--- src/rtl/blseq_pkg.sv ---
package blseq_pkg;

    typedef enum logic {
        DIR_OUT = 1'b0,
        DIR_IN  = 1'b1
    } scan_dir_e;

    typedef enum logic {
        MODE_RESTART = 1'b0,
        MODE_BOUNCE  = 1'b1
    } scan_mode_e;

endpackage

--- src/rtl/blseq_tick.sv ---
module blseq_tick #(
    parameter int PERIOD_W = 16
) (
    input  logic                clk,
    input  logic                rst,
    input  logic [PERIOD_W-1:0] period_i,
    output logic                step_o
);

    typedef struct packed {
        logic [PERIOD_W-1:0] cnt;
        logic [PERIOD_W-1:0] per;
    } tick_state_t;

    tick_state_t t_q, t_d;
    logic        wrap;

    assign wrap   = (t_q.cnt == t_q.per);
    assign step_o = wrap;

    always_comb begin
        t_d = t_q;
        if (rst) begin
            t_d.cnt = '0;
            t_d.per = period_i;
        end else if (wrap) begin
            t_d.cnt = '0;
            t_d.per = period_i;
        end else begin
            t_d.cnt = t_q.cnt + PERIOD_W'(1);
        end
    end

    always_ff @(posedge clk) begin
        t_q <= t_d;
    end

    // the counter never runs past the captured period
    a_r3_cnt_bound : assert property (@(posedge clk) disable iff (rst)
        t_q.cnt <= t_q.per);

    // the captured period only moves when a frame begins
    a_r8_period_hold : assert property (@(posedge clk) disable iff (rst)
        !step_o |=> $stable(t_q.per));

endmodule

--- src/rtl/blseq_scan.sv ---
module blseq_scan
    import blseq_pkg::*;
#(
    parameter int NUM_LEDS = 5
) (
    input  logic                clk,
    input  logic                rst,
    input  logic                step_i,
    input  logic                mode_i,
    output logic [NUM_LEDS-1:0] frame_o
);

    localparam int                CTR    = NUM_LEDS / 2;
    localparam logic [NUM_LEDS-1:0] CENTRE = NUM_LEDS'(1) << CTR;

    typedef struct packed {
        logic [NUM_LEDS-1:0] right;
        logic [NUM_LEDS-1:0] left;
        scan_dir_e           dir;
        scan_mode_e          mode;
    } scan_state_t;

    scan_state_t s_q, s_d;
    logic        at_centre;
    logic        at_edge;

    assign at_centre = s_q.right[CTR];
    assign at_edge   = s_q.left[NUM_LEDS-1];

    always_comb begin
        s_d = s_q;
        if (rst) begin
            s_d.right = CENTRE;
            s_d.left  = CENTRE;
            s_d.dir   = DIR_OUT;
            s_d.mode  = scan_mode_e'(mode_i);
        end else if (step_i) begin
            if (at_centre) begin
                s_d.mode  = scan_mode_e'(mode_i);
                s_d.dir   = DIR_OUT;
                s_d.right = s_q.right >> 1;
                s_d.left  = s_q.left << 1;
            end else if (s_q.dir == DIR_OUT && at_edge) begin
                if (s_q.mode == MODE_RESTART) begin
                    s_d.right = CENTRE;
                    s_d.left  = CENTRE;
                end else begin
                    s_d.dir   = DIR_IN;
                    s_d.right = s_q.right << 1;
                    s_d.left  = s_q.left >> 1;
                end
            end else if (s_q.dir == DIR_OUT) begin
                s_d.right = s_q.right >> 1;
                s_d.left  = s_q.left << 1;
            end else begin
                s_d.right = s_q.right << 1;
                s_d.left  = s_q.left >> 1;
            end
        end
    end

    always_ff @(posedge clk) begin
        s_q <= s_d;
    end

    // one OR gate per LED position
    for (genvar g = 0; g < NUM_LEDS; g++) begin : g_led
        assign frame_o[g] = s_q.right[g] | s_q.left[g];
    end

    // each pointer stays one-hot
    a_r2_right_onehot : assert property (@(posedge clk) disable iff (rst)
        $countones(s_q.right) == 1);
    a_r2_left_onehot : assert property (@(posedge clk) disable iff (rst)
        $countones(s_q.left) == 1);

    // pointers mirror each other about the centre
    for (genvar g = 0; g < NUM_LEDS; g++) begin : g_mirror
        a_r2_mirror : assert property (@(posedge clk) disable iff (rst)
            s_q.right[g] == s_q.left[NUM_LEDS-1-g]);
    end

    // restart mode returns to the centre after the outer pair
    a_r5_restart_wrap : assert property (@(posedge clk) disable iff (rst)
        (step_i && s_q.mode == MODE_RESTART && s_q.dir == DIR_OUT && at_edge)
        |=> s_q.right[CTR]);

    // bounce mode turns inward after the outer pair
    a_r6_bounce_turn : assert property (@(posedge clk) disable iff (rst)
        (step_i && s_q.mode == MODE_BOUNCE && s_q.dir == DIR_OUT && at_edge)
        |=> (s_q.dir == DIR_IN && !s_q.left[NUM_LEDS-1]));

    // the active mode only moves when leaving the centre frame
    a_r7_mode_hold : assert property (@(posedge clk) disable iff (rst)
        !(step_i && at_centre) |=> $stable(s_q.mode));

endmodule

--- src/rtl/bike_light_seq.sv ---
module bike_light_seq #(
    parameter int NUM_LEDS = 5,
    parameter int PERIOD_W = 16
) (
    input  logic                clk,
    input  logic                rst,
    input  logic                mode_i,
    input  logic [PERIOD_W-1:0] period_i,
    output logic [NUM_LEDS-1:0] led_o
);

    localparam int                  CTR    = NUM_LEDS / 2;
    localparam logic [NUM_LEDS-1:0] CENTRE = NUM_LEDS'(1) << CTR;

    logic step_w;

    blseq_tick #(
        .PERIOD_W (PERIOD_W)
    ) u_tick (
        .clk      (clk),
        .rst      (rst),
        .period_i (period_i),
        .step_o   (step_w)
    );

    blseq_scan #(
        .NUM_LEDS (NUM_LEDS)
    ) u_scan (
        .clk     (clk),
        .rst     (rst),
        .step_i  (step_w),
        .mode_i  (mode_i),
        .frame_o (led_o)
    );

    // first cycle out of reset shows the centre-only frame
    a_r1_reset_frame : assert property (@(posedge clk) disable iff (rst)
        $fell(rst) |-> led_o == CENTRE);

    // the display only changes on a step
    a_r3_hold_frame : assert property (@(posedge clk) disable iff (rst)
        !step_w |=> $stable(led_o));

    // leaving the centre always lights the inner pair
    a_r4_leave_centre : assert property (@(posedge clk) disable iff (rst)
        (step_w && led_o == CENTRE) |=> (led_o[CTR] == 1'b0 && $countones(led_o) == 2));

endmodule

--- config.mk ---
export PLATFORM = sky130hd
export DESIGN_NAME = bike_light_seq
export DESIGN_NICKNAME = d
export VERILOG_FILES = /design/src/rtl/blseq_pkg.sv /design/src/rtl/blseq_tick.sv /design/src/rtl/blseq_scan.sv /design/src/rtl/bike_light_seq.sv
export SDC_FILE = /design/constraint.sdc
export NUM_CORES = 1
export LEC_CHECK = 0
export BUFFER_PORTS_ARGS = -buffer_cell sky130_fd_sc_hd__buf_2
export CORE_MARGIN = 1.5
export CORE_UTILIZATION = 45
export DETAILED_ROUTE_END_ITERATION = 8
export PLACE_DENSITY = 0.69
export SYNTH_ARGS = -nofsm -noshare
export SYNTH_HDL_FRONTEND = slang
export SYNTH_SLANG_ARGS = --single-unit
--- constraint.sdc ---
create_clock -name clk -period 2.26 [get_ports clk]
set_input_delay 0.113 -clock clk [delete_from_list [all_inputs] [get_ports clk]]
set_output_delay 0.113 -clock clk [all_outputs]
set_load 0.03 [all_outputs]
==> flow_summary.yaml <==
outcome:
  status: "completed"
placed_design:
  place_area_um2: 2060
  place_hpwl_um: 2320
  portBuffers: 23
  gp_congestion: 0.752
job:
  drv_cap: 0
sta:
  tightest_slew_ps: 381
  tns_ps: 0
  relSlewSlack_pct: 74.6
  hold_viol: 0
  fmax_mhz: 552
  slew_viol_final: 0
  post-route-min-period_ps: 1810
  finalClockSkew_ps: 3.97
  setup_violations: 0
  rsz0062_at_grt: "false"
  fin_crit_sh_pct: 80.1
clock_tree:
  clkTransAtPathRegs_ps: 80
  root_buffer: "clkbuf_8"
  cts_buffers: 5
  insertion_delay_ps: 290
  clk_path_buf_depth: 2
  cts_resized: 0
  htree_num_levels: 2
  tritoncts: "yes"
  clkSinkCount: 44
pwr:
  seqPwrFrac_pct: 61.3
  p_sw_share_pct: 20.7
  p_comb_share_pct: 6.2
  ir_drop_mv: 0.429
  power.leakage_nw: 0.848
  power.share.clock_pct: 32.4
  p_int_mw: 1.13
  power_switching_mw: 0.295
  powerDensity_nw_per_um2: 617
  power_mw: 1.42
logic_synthesis:
  yosys_register_bits: 44
  synth_seq_area_share_pct: 55.2
  ys_warn_count: 0
  netlist_instances: 174
  syn_area_um2: 1900
  avgSynthCellArea_um2: 10.9
  synth.distinct_cells: 33
  synth_edf_count: 17
  ys.flop_type: "dfxtp_1"
  syn_nets: 194
  async_flop_share_pct: 0
grt:
  grt_usage_pct: 16.3
  grt-ovfl-total: 0
  antenna_found_initial: 0
  grt_pass1_wl_um: 5530
  grt_pass1_vias: 1269
  grt_max_degree: 25
critical_path:
  crit_arrival_ps: 1780
  critPathLaunchType: "register"
  endpoint_kind: "register"
  crit_required_ps: 2230
  reg2reg_slack_ps: 450
  worst-path-max-fanout: 24
  r2r_start: "u_tick.t_q[20]$_SDFF_PP0_"
  worst_r2r_endpoint: "u_tick.t_q[7]$_DFFE_PP_"
  r2r.worst_path.cells: 5
  crit_type: "reg -> reg"
min_path:
  hold_end: "u_tick.t_q[15]$_DFFE_PP_"
  hold_class: "in -> reg"
  worstHoldStart: "period_i[15]"
  holdPathStages: 1
final_layout:
  fill_cells: 357
  syn_to_final_growth_pct: 21.0
  insertedDiodeCount: 0
  register_area_um2: 1050
  drive_gt1_share_pct: 18.3
  final_core_util_pct: 57.2
  multi_input_area_um2: 800
  nets: 237
  final_area_um2: 2300
die:
  design.core.area_um2: 4030
  start_util_pct: 47.3
  die_area_um2: 4630
  rows: 23
  io_pins: 24
  fp.dieH_um: 68.1
  die_w_um: 68.1
routing:
  drt-vias-per-instance: 5.04
  wire_per_inst_um: 12.2
  antenna_left: 0
  dr_total_vias: 1352
  drc: 0
  postRouteWirelength_um: 3270
  drtIter0Drc: 46
  dr.pass1.iters: 4
## worst max-delay path, stage by stage (launching register included)
cell and delay (ps):
dfxtp_1 460, xnor2_1 160, nand4_1 160, nor4_4 250
or2_1 160, buf_4 280
## metrics by stage
stage | setup slack [ps] | instances | hold WS (ps)
floorplan | 379 | 174 | 212
detailed placement | 464 | 244 | 291
global route | 312 | 268 | 9.54
CTS | 441 | 268 | 0.670
global placement | 507 | 244 | 289
finish | 449 | 268 | 11.1
## worst max-delay path by stage
stage | depth (start not counted) | slack [ps] | end | startpoint
after global placement | 6 | 510 | u_scan.s_q[7]$_SDFFE_PP0P_ | u_tick.t_q[19]$_SDFF_PP0_
final | 5 | 450 | u_tick.t_q[7]$_DFFE_PP_ | u_tick.t_q[20]$_SDFF_PP0_
after floorplan | 6 | 380 | u_tick.t_q[0]$_DFFE_PP_ | u_tick.t_q[19]$_SDFF_PP0_
after global routing | 5 | 310 | u_tick.t_q[11]$_DFFE_PP_ | u_tick.t_q[20]$_SDFF_PP0_
after detailed placement | 5 | 460 | u_tick.t_q[12]$_DFFE_PP_ | u_tick.t_q[6]$_DFFE_PP_
after CTS | 5 | 440 | u_tick.t_q[11]$_DFFE_PP_ | u_tick.t_q[19]$_SDFF_PP0_
## layer usage
layer | wire, um | global-route usage [%] | part of all wire [%]
met1 | 1480 | 19.7 | 45
met2 | 1610 | 26.9 | 49
met3 | 123 | 4.93 | 3.8
met4 | 56 | 6.75 | 1.7
met5 | 0 | 0 | 0
## area by class of cell
type,count,area share (%)
clock inverter,1,0.217
timing repair buffer,42,12.9
inverter,3,0.489
multi-input combinational,121,34.7
clock buffer,7,3.31
tap,50,2.72
sequential,44,45.6
## kinds of logic (layout without fill, tap and decap cells)
group / count (synthesis) / count (layout) / share of synthesized area, %
adder cells (fa/ha/maj): 1 / 1 / 0.657
XOR/XNOR: 30 / 30 / 13.8
flip-flops: 44 / 44 / 55.2
multiplexers: 7 / 7 / 3.75
buffers and inverters: 9 / 53 / 2.83
AND/OR/NAND/NOR: 71 / 71 / 18.7
AO/OA/AOI/OAI: 12 / 12 / 5.06
## layout by cell type, fill, tap and decap left out, types with 2 or more instances in the layout
| master | netlist | layout |
|---|---|---|
| o21bai_1 | 2 | 2 |
| dlygate4sd3_1 | 0 | 16 |
| o32a_1 | 2 | 2 |
| nor3_1 | 2 | 2 |
| xnor2_1 | 25 | 25 |
| nor2_1 | 32 | 32 |
| a211o_1 | 2 | 2 |
| nand2_1 | 6 | 6 |
| nor2b_1 | 3 | 3 |
| clkbuf_1 | 2 | 2 |
| nand4_1 | 6 | 6 |
| nand3_1 | 6 | 6 |
| edfxtp_1 | 17 | 17 |
| xor2_1 | 5 | 5 |
| mux2i_1 | 6 | 6 |
| dfxtp_1 | 27 | 27 |
| and2_1 | 5 | 5 |
| and3_1 | 3 | 3 |
| clkbuf_8 | 0 | 5 |
| inv_1 | 3 | 3 |
| or2_2 | 5 | 5 |
| buf_2 | 1 | 23 |
| buf_4 | 1 | 3 |
## registers in the layout, summed over array words and instances (netlist names)
signal            count
u_scan.s_q           10
u_scan.at_edge        1
u_scan.at_centre      1
u_tick.t_q           32
## power by group through the flow
stage	clock [mW]	sequential, mW	combinational (mW)
after CTS	0.475	0.872	0.0896
final	0.460	0.871	0.0886
after global routing	0.502	0.875	0.0996
after detailed placement	0	0.890	0.0683
after floorplan	0	0.885	0.0458
after global placement	0	0.888	0.0658
## synthesized netlist by cell type (all sizes together) (4+ instances only)
library cell | n | area share, %
or2 | 6 | 2.0
edfxtp | 17 | 27
buf | 4 | 1.8
xor2 | 5 | 2.3
nand3 | 6 | 1.6
nor2 | 32 | 6.3
dfxtp | 27 | 28
xnor2 | 25 | 11
nand4 | 6 | 2.0
nand2 | 6 | 1.2
mux2i | 6 | 3.2
and2 | 5 | 1.6
## what timing repair did
action | CTS | global route
setup buffers | 0 | 0
hold endpoints to repair | 16 | 0
hold buffers | 16 | 0
Power figures use the tool's default switching activity.
